$ cat config.mk
export PLATFORM = sky130hd
export DESIGN_NAME = run_light
export DESIGN_NICKNAME = d
export VERILOG_FILES = /design/src/rtl/run_light.sv
export SDC_FILE = /design/constraint.sdc
export NUM_CORES = 1
export LEC_CHECK = 0
export BUFFER_PORTS_ARGS = -buffer_cell sky130_fd_sc_hd__buf_2
export CORE_MARGIN = 10
export CORE_UTILIZATION = 35
export CTS_CLUSTER_SIZE = 30
export DETAILED_ROUTE_END_ITERATION = 12
export GPL_TIMING_DRIVEN = 0
export PLACE_DENSITY = 0.52
export SYNTH_ARGS = -nofsm -noshare
export SYNTH_HDL_FRONTEND = slang
export SYNTH_SLANG_ARGS = --single-unit
$ cat constraint.sdc
create_clock -name clk -period 4.87 [get_ports clk]
set_input_delay 0.487 -clock clk [delete_from_list [all_inputs] [get_ports clk]]
set_output_delay 0.487 -clock clk [all_outputs]
set_load 0.01 [all_outputs]
$ cat src/rtl/run_light.sv
module run_light #(
  parameter int LED_W = 8,
  parameter int DATA_W = 32,
  parameter logic [LED_W-1:0] RST_PATTERN = 'h1B,
  parameter logic [DATA_W-1:0] RST_DELAY = 'd6_000_000
) (
  input  logic              clk,
  input  logic              rst,
  input  logic              wr_en,
  input  logic [1:0]        addr,
  input  logic [DATA_W-1:0] wdata,
  output logic [DATA_W-1:0] rdata,
  output logic [LED_W-1:0]  led
);
  localparam int OFF_W = $clog2(LED_W) + 1;
  localparam logic signed [OFF_W-1:0] OFF_MAX = OFF_W'(LED_W - 1);
  localparam logic signed [OFF_W-1:0] OFF_ONE = 1;
  localparam logic [DATA_W-1:0] D_ONE = 1;

  typedef enum logic [1:0] {M_ROTL = 2'd0, M_ROTR = 2'd1, M_PING = 2'd2, M_HOLD = 2'd3} mode_t;

  logic [LED_W-1:0]        pat_q, base_q;
  logic signed [OFF_W-1:0] off_q, off_nx;
  logic                    dir_left;
  mode_t                   mode_q;
  logic [DATA_W-1:0]       dly_q, cnt_q, n_eff;
  logic                    pat_wr, mode_wr, dly_wr, tick, step_fire;

  function automatic logic [LED_W-1:0] place(input logic [LED_W-1:0] b,
                                             input logic signed [OFF_W-1:0] o);
    logic [OFF_W-1:0] m;
    m = o[OFF_W-1] ? $unsigned(-o) : $unsigned(o);
    return o[OFF_W-1] ? (b >> m) : (b << m);
  endfunction

  assign pat_wr    = wr_en && (addr == 2'd0);
  assign mode_wr   = wr_en && (addr == 2'd1);
  assign dly_wr    = wr_en && (addr == 2'd2);
  assign n_eff     = (dly_q == '0) ? D_ONE : dly_q;
  assign tick      = cnt_q >= (n_eff - D_ONE);
  assign step_fire = tick && !pat_wr && !dly_wr;
  assign off_nx    = dir_left ? (off_q + OFF_ONE) : (off_q - OFF_ONE);
  assign led       = place(base_q, off_q);

  always_comb begin
    case (addr)
      2'd0:    rdata = DATA_W'(pat_q);
      2'd1:    rdata = DATA_W'(mode_q);
      2'd2:    rdata = dly_q;
      default: rdata = DATA_W'(led);
    endcase
  end

  always_ff @(posedge clk) begin
    if (rst) begin
      pat_q    <= RST_PATTERN;
      base_q   <= RST_PATTERN;
      off_q    <= '0;
      dir_left <= 1'b1;
      mode_q   <= M_PING;
      dly_q    <= RST_DELAY;
      cnt_q    <= '0;
    end else begin
      cnt_q <= (tick || dly_wr) ? '0 : cnt_q + D_ONE;
      if (mode_wr) mode_q <= mode_t'(wdata[1:0]);
      if (dly_wr)  dly_q  <= wdata;
      if (pat_wr) begin
        pat_q    <= wdata[LED_W-1:0];
        base_q   <= wdata[LED_W-1:0];
        off_q    <= '0;
        dir_left <= 1'b1;
      end else if (step_fire) begin
        case (mode_q)
          M_ROTL: begin
            base_q   <= {led[LED_W-2:0], led[LED_W-1]};
            off_q    <= '0;
            dir_left <= 1'b1;
          end
          M_ROTR: begin
            base_q   <= {led[0], led[LED_W-1:1]};
            off_q    <= '0;
            dir_left <= 1'b1;
          end
          M_PING: begin
            off_q <= off_nx;
            if (off_nx == OFF_MAX)       dir_left <= 1'b0;
            else if (off_nx == -OFF_MAX) dir_left <= 1'b1;
          end
          default: ;
        endcase
      end
    end
  end

  assert_hold_between_steps_R11: assert property (@(posedge clk) disable iff (rst)
    (!step_fire && !pat_wr) |=> $stable(led));

  assert_stop_freezes_R6: assert property (@(posedge clk) disable iff (rst)
    (mode_q == M_HOLD && !pat_wr) |=> $stable(led));

  assert_pattern_load_R8: assert property (@(posedge clk) disable iff (rst)
    pat_wr |=> (led == $past(wdata[LED_W-1:0]) && off_q == '0 && dir_left));

  assert_delay_restart_R9: assert property (@(posedge clk) disable iff (rst)
    dly_wr |=> (cnt_q == '0));

  assert_rotl_step_R2: assert property (@(posedge clk) disable iff (rst)
    (step_fire && mode_q == M_ROTL) |=> (led == {$past(led[LED_W-2:0]), $past(led[LED_W-1])}));

  assert_offset_span_R4: assert property (@(posedge clk) disable iff (rst)
    (off_q <= OFF_MAX && off_q >= -OFF_MAX));
endmodule

# Word level (Yosys, flattened, before mapping)

Index checks and enable logic that the tools add are counted.

Flip-flop bits (word level): 87
Input port bits: 37

$add $sub $neg: 5
Reductions and logical operators: 20
Equality and inequality tests: 7
Magnitude comparators: 1
Muxes and demuxes: 12
Shift operators: 2

Operators with widths:

| operator                                            | count |
|---|---|
| case mux 32 bit (3 select lines)                    | 1 |
| adder 32 x 1 -> 32 bit (second input constant)      | 1 |
| >= comparator 32 bit                                | 1 |
| zero test 32 bit                                    | 1 |
| 2-to-1 mux 32 bit                                   | 1 |
| subtractor 32 x 1 -> 32 bit (second input constant) | 1 |
| 2-to-1 mux 8 bit                                    | 3 |
| case mux 8 bit (2 select lines)                     | 1 |
| == test 4 bit (second input constant)               | 2 |
| 2-to-1 mux 4 bit                                    | 2 |
| case mux 4 bit (2 select lines)                     | 1 |
| left shift 8 x 4 -> 8 bit                           | 1 |
| >> shifter 8 x 4 -> 8 bit                           | 1 |
| OR reduction 2 bit                                  | 3 |
| logical AND 1 bit                                   | 5 |
| adder 4 x 2 -> 4 bit (second input constant)        | 1 |
| == test 2 x 1 -> 1 bit (second input constant)      | 2 |
| == test 2 bit (second input constant)               | 2 |
| zero test 2 bit                                     | 2 |
| negation 4 bit                                      | 1 |
| AND reduction 2 bit                                 | 2 |
| nonzero test 2 bit                                  | 2 |
| subtractor 4 x 2 -> 4 bit (second input constant)   | 1 |
| != test 3 bit (second input constant)               | 1 |
| other kinds (6)                                     | 8 |

# Logic depth before layout (Yosys ltp)

Gate-level depths: netlist (run 1).

Word-level depth: 8
Depth in mapped cells: 22

# Worst setup path before layout (run 1)

No wires, ideal clock.

Path type: reg2reg
Start point: register dly_q[12]
End point: register cnt_q[10]
Required time: 4.805 ns
Arrival: 4.933 ns
Slack: -0.128 ns
Stages on the path, launching flop included: 23
Period minus slack after synthesis: 4.998 ns
Cells stage by stage: dfxtp_1 clkbuf_1 nor4_1 and2_2 nand3_1 nor2_1 nor2_1 ha_1 or4b_2 nor4b_4 and2_1 nand2_1 nor4_1 xnor2_1 ha_1 nand4_1 nor2_1 a221o_1 or2_2 or4_1 clkbuf_1 clkbuf_1 nor2_1

Longest elaborated chain between the ends: 6

Ends and longest elaborated chain:

| item                             | line | RTL |
|---|---|---|
| start: declaration               | 26   | `logic [DATA_W-1:0] dly_q, cnt_q, n_eff;` |
| start signal: assignment         | 66   | `if (dly_wr) dly_q <= wdata;` |
| zero test 32 bit                 | 39   | `assign n_eff = (dly_q == '0) ? D_ONE : dly_q;` |
| 2-to-1 mux 32 bit (*)            | 39   |  |
| subtractor 32 x 1 -> 32 bit (*)  | 40   | `assign tick = cnt_q >= (n_eff - D_ONE);` |
| >= comparator 32 bit (*)         | 40   |  |
| logical OR 1 bit (*)             | 64   | `cnt_q <= (tick \|\| dly_wr) ? '0 : cnt_q + D_ONE;` |
| OR reduction 2 bit (no line) (*) | -    |  |
| end signal: assignment           | 64   |  |
| end: declaration                 | 26   |  |

Every way passes the cells marked *; elsewhere a longest branch is shown, timed or not.
A chain may end at the register's enable or synchronous reset.

# Final worst setup path (run 1)

Start point: register dly_q[21]
End point: register cnt_q[8]

Same word-level chain as after synthesis.

==> flow_summary.ini, run 1 <==
[synthesis]
ys_types = 66
synthCells = 730
ys_seq_elements = 87
synth_common_cells = nand2_1 (117), dfxtp_1 (87), nor2_1 (75)
yosysTopAreaCell = dfxtp_1
synthArstFlopShare_pct = 0
synth_area_per_cell_um2 = 8.05
synth_most_common_cell = nand2_1
synth_edf_count = 0
yosys_most_used_dff = dfxtp_1
syn-num-nets = 807
synth_top_area_share_pct = 29.6
ys_seq_area_share_pct = 29.6
synth_warnings = 0
synth_area_leaders = dfxtp_1 (30%), ha_1 (8.3%), nand2_1 (7.5%)
synth_area_mm2 = 0.00587

[critical_path]
critical-path-max-stage-delay_ns = 0.63
worstPathMaxFanout = 6
path_buf_inv = 1
regToRegEndpoint = cnt_q[8]
slowest_stage = or4_4
rr_worst_depth = 20
critical_path.top_delay_family = simple AND/OR/NAND/NOR gates
cpMostUsedCell = nor2_1
cp.required_ns = 5.16
crit_chain = or3_4, nor4b_2, nand3_4, nor2_4, nor2_2, ha_2, or4b_4, nor4b_4, and2_4, nand2_4, nor3_2, xnor2_1, ha_1, nand4_1, nor2_1, a221o_1, or2_4, or4_4, clkbuf_16, nor2_1
r2r-start = dly_q[21]
cp-start-kind = flop
arrival_ns = 5.06
r2r_setup_slack_ns = 0.09
worstSetupEndpointType = flop
critical_path_class = flop to flop

[worst_hold_path]
min_from = wdata[20]
min_to = dly_q[20]
worstHoldPathType = primary input to flop
holdPathStages = 3

[global_route]
grt_pass1_wl_um = 29200
gr-usage-met1_pct = 21.3
grt_util_met3_pct = 4.20
gr-usage-all-layers_pct = 16.3
antenna_found_initial = 0
grt_overflow = 0
grt_util_met2_pct = 25.8
first_global_vias = 5542
grt_max_degree = 14
gr-max-usage-layer = met2

[power_and_ir_drop]
p_switching_w = 0.000462
power_leakage_nw = 3.01
total_power_w = 0.00165
seq_power_share_pct = 46.1
swShare_pct = 27.9
power.clock.fraction_pct = 39.5
ir_drop_uv = 174
internal_power_w = 0.00119
p_per_area_mw_per_mm2 = 230
comb_power_share_pct = 14.3

[cells_and_area]
n_antenna_cell = 0
syn2layout_area_growth_pct = 22.2
drive_gt1_share_pct = 22.5
nets = 912
fin_util_pct = 43.4
fillers = 1695

[drt]
num_vias = 5571
drt_iter0_markers = 371
post_drt_wl_per_cell_um = 17.4
wirelength_um = 18400
routed_via_density = 5.26
dr.pass1.iters = 5
antenna_left = 0
remaining_drc_errors = 0

[sta]
max_freq_mhz = 209
max-slew-margin-rel_pct = 28.2
hold_viol = 0
post-route-period-util_pct = 98.1
rsz0062_at_grt = yes
tightest_slew_ns = 1.06
report.final.setup_viol = 0
min_period_ns = 4.78
report.final.slew_viol_count = 0
clock_skew_ns = 0.00921

[die]
die_w_um = 150
initial_core_util_pct = 35.5
core_area_mm2 = 0.0165
pin_count = 77
rows = 47
dieArea_mm2 = 0.0224
die_h_um = 150

[clock_tree]
clock_sinks = 87
path_clk_slew_ns = 0.07
clock_path_buffers = 2
cts_buffers = 9
clk-insertion-delay-late_ns = 0.35
postCtsHoldBufs = 0
cts_tree = built
cts-root-buf = clkbuf_16
cts_htree_levels = 3

[outcome]
outcome = complete, no violations

[placement]
dpl.hpwl_um = 14100
io_buffers = 76
gp_congestion = 0.889

[job]
maxCapViolCount = 0
final cells by class:
type	count	area (um^2)	share of cell area (%)
inverter	22	82.6	1.15
clock buffer	11	243	3.38
multi-input combinational	587	4080	56.9
sequential	87	1760	24.5
clock inverter	4	22.5	0.314
buffer	33	169	2.35
tap	220	275	3.84
timing repair buffer	95	541	7.53
sequential cells by signal, indices dropped and copies added, names as in the netlist:
signal,flops
cnt_q,32
base_q,8
dly_q,32
dir_left,1
pat_q,8
off_q,4
mode_q,2
metrics by stage:
stage | cells | TNS (ns) | cell area [um^2] | hold slack, ns | setup WS, ns
final | 1059 | 0 | 7180 | 0.346 | 0.0949
after global routing | 1059 | -1.60 | 7180 | 0.341 | -0.0782
after CTS | 1045 | 0 | 6920 | 0.337 | 0.0244
after detailed placement | 1026 | -24.36 | 6540 | 0.449 | -0.670
after global placement | 1026 | -24.19 | 6540 | 0.439 | -0.662
after floorplan | 730 | 0 | 5890 | 0.425 | 0.0641
worst reg2reg max path: stages, from the launching register on:
cell and delay, ns:
dfxtp_1 0.43, or3_4 0.20, nor4b_2 0.07, nand3_4 0.12
nor2_4 0.06, nor2_2 0.11, ha_2 0.20, or4b_4 0.50
nor4b_4 0.34, and2_4 0.23, nand2_4 0.07, nor3_2 0.20
xnor2_1 0.11, ha_1 0.34, nand4_1 0.11, nor2_1 0.06
a221o_1 0.38, or2_4 0.25, or4_4 0.63, clkbuf_16 0.20
nor2_1 0.09
logic make-up after synthesis:
family	after synthesis	share of synthesized area [%]
flops	87	29.6
compound gates	114	13.0
mux	24	6.07
buf+inv	56	3.64
fa+ha+maj	40	8.65
simple gates	347	29.7
xor+xnor	62	9.24
what timing repair did:
item,CTS,global route
cloned,0,1
buffers inserted,5,13
pin swaps,7,20
endpoints found under the hold margin,0,0
gates resized for setup,24,47
endpoints found under the setup margin,45,45
placed cells by master, fill, tap and decap left out, drive strengths merged, types with 3 or more instances in the layout:
cell type and instances:
nand3 25, nand4 11, ha 39, a21oi 40, xor2 27, dfxtp 87, o311ai 4, o21a 3
a211o 3, or4b 3, nor2b 6, mux2 3, and2 31, and4 5, mux2i 12, xnor2 35
mux4 9, clkinv 3, clkbuf 36, nand3b 15, nor4 7, a221o 6, buf 103, a221oi 3
nor2 75, or4 5, or2 3, nand2b 11, nand2 117, o31ai 3, inv 22, nor3 16
o221ai 4, o21ai 22, a22o 3, and3 12, a32o 3
power by group through the flow:
stage / Clock (W) / Combinational [W] / Sequential (W)
6_report: 0.000653 / 0.000237 / 0.000762
5_1_grt: 0.000692 / 0.000264 / 0.000766
4_1_cts: 0.000665 / 0.000225 / 0.000761
3_5_place_dp: 0 / 0.000216 / 0.000777
3_3_place_gp: 0 / 0.000213 / 0.000776
2_1_floorplan: 0 / 0.000139 / 0.000766
worst max-delay path by stage:
stage              start        end  slack (ns)  cells after the start
2_1_floorplan   dly_q[5]  cnt_q[10]        0.06                     19
3_3_place_gp   dly_q[25]  cnt_q[24]       -0.66                     20
3_5_place_dp   dly_q[25]  cnt_q[25]       -0.67                     21
4_1_cts        dly_q[25]  cnt_q[21]        0.02                     20
5_1_grt        dly_q[22]   off_q[2]       -0.08                     20
6_report       dly_q[21]   cnt_q[8]        0.09                     20
routing by layer:
metal,up-vias,part of all wire [%]
met5,-,0
met4,0,1.8
met3,21,6.8
met2,147,45
met1,2625,46
li1,2778,-
Power figures use the tool's default switching activity.
==> run 2: changes to the inputs <==
--- a/config.mk
+++ b/config.mk
@@ -6,12 +6,13 @@
 export NUM_CORES = 1
 export LEC_CHECK = 0
 export BUFFER_PORTS_ARGS = -buffer_cell sky130_fd_sc_hd__buf_2
+export CORE_ASPECT_RATIO = 1.75
 export CORE_MARGIN = 10
-export CORE_UTILIZATION = 35
+export CORE_UTILIZATION = 50
 export CTS_CLUSTER_SIZE = 30
 export DETAILED_ROUTE_END_ITERATION = 12
 export GPL_TIMING_DRIVEN = 0
-export PLACE_DENSITY = 0.52
+export PLACE_DENSITY = 0.7
 export SYNTH_ARGS = -nofsm -noshare
 export SYNTH_HDL_FRONTEND = slang
 export SYNTH_SLANG_ARGS = --single-unit
==> run 2 against run 1 <==
Effect of this change: combinational power grew 8%; register-to-register slack lost 0.03 ns; core utilization grew 20 points; sequential share of layout area is 0.34 points lower; setup slack got worse by 0.030 ns; non-clock buffer count did not move; via count grew 3.6%; critical path depth fell by 5; cell area up 1.7%; clock skew fell by 0.00092 ns; global-route usage rose by 6.9 points; sequential power is essentially flat; critical endpoint is now cnt_q[28]; largest cell class unchanged; largest power group unchanged.
==> flow_summary.ini, run 2 (synthesis results as in run 1) <==
[outcome]
outcome = complete, no violations

[clock_tree]
cts_tree = built
cts-root-buf = clkbuf_16
clk-insertion-delay-late_ns = 0.35
postCtsHoldBufs = 0
cts_htree_levels = 3
clock_sinks = 87
clock_path_buffers = 2
cts_buffers = 9
path_clk_slew_ns = 0.07

[die]
die_h_um = 163
die_w_um = 102
pin_count = 77
rows = 52
core_area_mm2 = 0.0115
initial_core_util_pct = 51.0
dieArea_mm2 = 0.0167

[drt]
drt_iter0_markers = 271
wirelength_um = 19600
routed_via_density = 5.92
dr_wl_met3_um = 895
dr.pass1.iters = 5
antenna_left = 0
wl_met2_um = 10900
post_drt_wl_per_cell_um = 20.1
num_vias = 5774
m1WireLength_um = 6680
routed.top_layer = met4
remaining_drc_errors = 0

[cells_and_area]
n_antenna_cell = 0
layout_common_cells = nand2_1 (116), buf_2 (79), dfxtp_1 (73), nor2_1 (47), a21oi_1 (39)
nets = 912
syn2layout_area_growth_pct = 24.2
fillers = 1013
drive_gt1_share_pct = 24.4
final_common_cell = nand2_1
top_regs = cnt_q x32, dly_q x32
design_area_mm2 = 0.00730

[sta]
hold_viol = 0
max-slew-margin-rel_pct = 13.2
clock_skew_ns = 0.00829
setup_slack_ns = 0.0648
min_period_ns = 4.81
tightest_slew_ns = 1.29
max_freq_mhz = 208
report.final.slew_viol_count = 0
report.final.setup_viol = 0
post-route-period-util_pct = 98.7
rsz0062_at_grt = yes

[worst_hold_path]
worstHoldPathType = primary input to flop
min_to = dly_q[10]
min_from = wdata[10]
holdPathStages = 3

[critical_path]
cp.required_ns = 5.16
rr_worst_depth = 15
regToRegEndpoint = cnt_q[28]
r2r_setup_slack_ns = 0.06
arrival_ns = 5.10
worstPathMaxFanout = 8
r2r-start = dly_q[6]
cp-start-kind = flop
worstSetupEndpointType = flop
critical_path_class = flop to flop

[power_and_ir_drop]
power_leakage_nw = 3.06
ir_drop_uv = 141
p_per_area_mw_per_mm2 = 238

[global_route]
gr-usage-all-layers_pct = 23.3
first_global_vias = 5977
grt_pass1_wl_um = 30200
grt_overflow = 0
antenna_found_initial = 0
grt_max_degree = 17

[placement]
pre_cts_slack_ns = -0.806
io_buffers = 76
placed_cell_area_mm2 = 0.00644
dpl.hpwl_um = 15100
gp_congestion = 0.992

[job]
maxCapViolCount = 0
run 2: routing by layer:
layer	track usage, %	vias to the layer above
li1	-	2782
met1	21.0	2731
met2	45.2	192
met3	4.44	69
met4	14.4	0
met5	0	-
run 2: through the flow:
step	instances	total power, W	hold WS (ns)	TNS [ns]	util, %
global placement	941	0.000988	0.439	-25.17	55.9
finish	975	0.00174	0.354	0	63.4
global route	975	0.00180	0.360	-1.13	63.4
CTS	965	0.00172	0.350	0	60.2
floorplan	730	0.000905	0.425	0	-
detailed placement	941	0.000994	0.450	-27.81	55.9
run 2: critical path, stage by stage, from the launching register on:
cell       delay, ns
dfxtp_4         0.35
or4_4           0.57
or4_4           0.56
buf_4           0.18
a311oi_4        0.39
nand2_1         0.15
nor2_1          0.17
xnor2_1         0.15
ha_1            0.30
a41oi_2         0.23
o21ai_1         0.10
a221o_1         0.39
or2_4           0.27
or4_4           0.62
clkbuf_16       0.23
nor2_4          0.07
run 2: final cells by class:
type                    instances  area (um^2)  area share (%)
multi-input cells             587         4260            58.3
flip-flops and latches         87         1770            24.2
repair buffers                 95          538            7.37
clock buffers                   9          225            3.09
inverters                      22         82.6            1.13
plain buffers                  33          179            2.45
clock inverters                 7         80.1            1.10
well taps                     135          169            2.31
run 2: power breakdown:
part	internal, W	switching (W)
Combinational	0.000109	0.000145
Sequential	0.000731	0.0000327
Clock	0.000405	0.000312
Total	0.00125	0.000489
run 2: how the worst max path moves through the flow:
stage,to,start,depth (start not counted)
global route,cnt_q[29],dly_q[6],19
detailed placement,cnt_q[29],dly_q[25],21
global placement,cnt_q[26],dly_q[25],20
CTS,cnt_q[14],dly_q[0],18
finish,cnt_q[28],dly_q[6],15
floorplan,cnt_q[10],dly_q[5],19
run 2: timing repair:
| item | in CTS | in global routing |
|---|---|---|
| pin swaps | 12 | 46 |
| gates cloned | 3 | 0 |
| setup buffers | 6 | 10 |
| resized for setup | 38 | 77 |
| endpoints found under the setup margin | 45 | 43 |
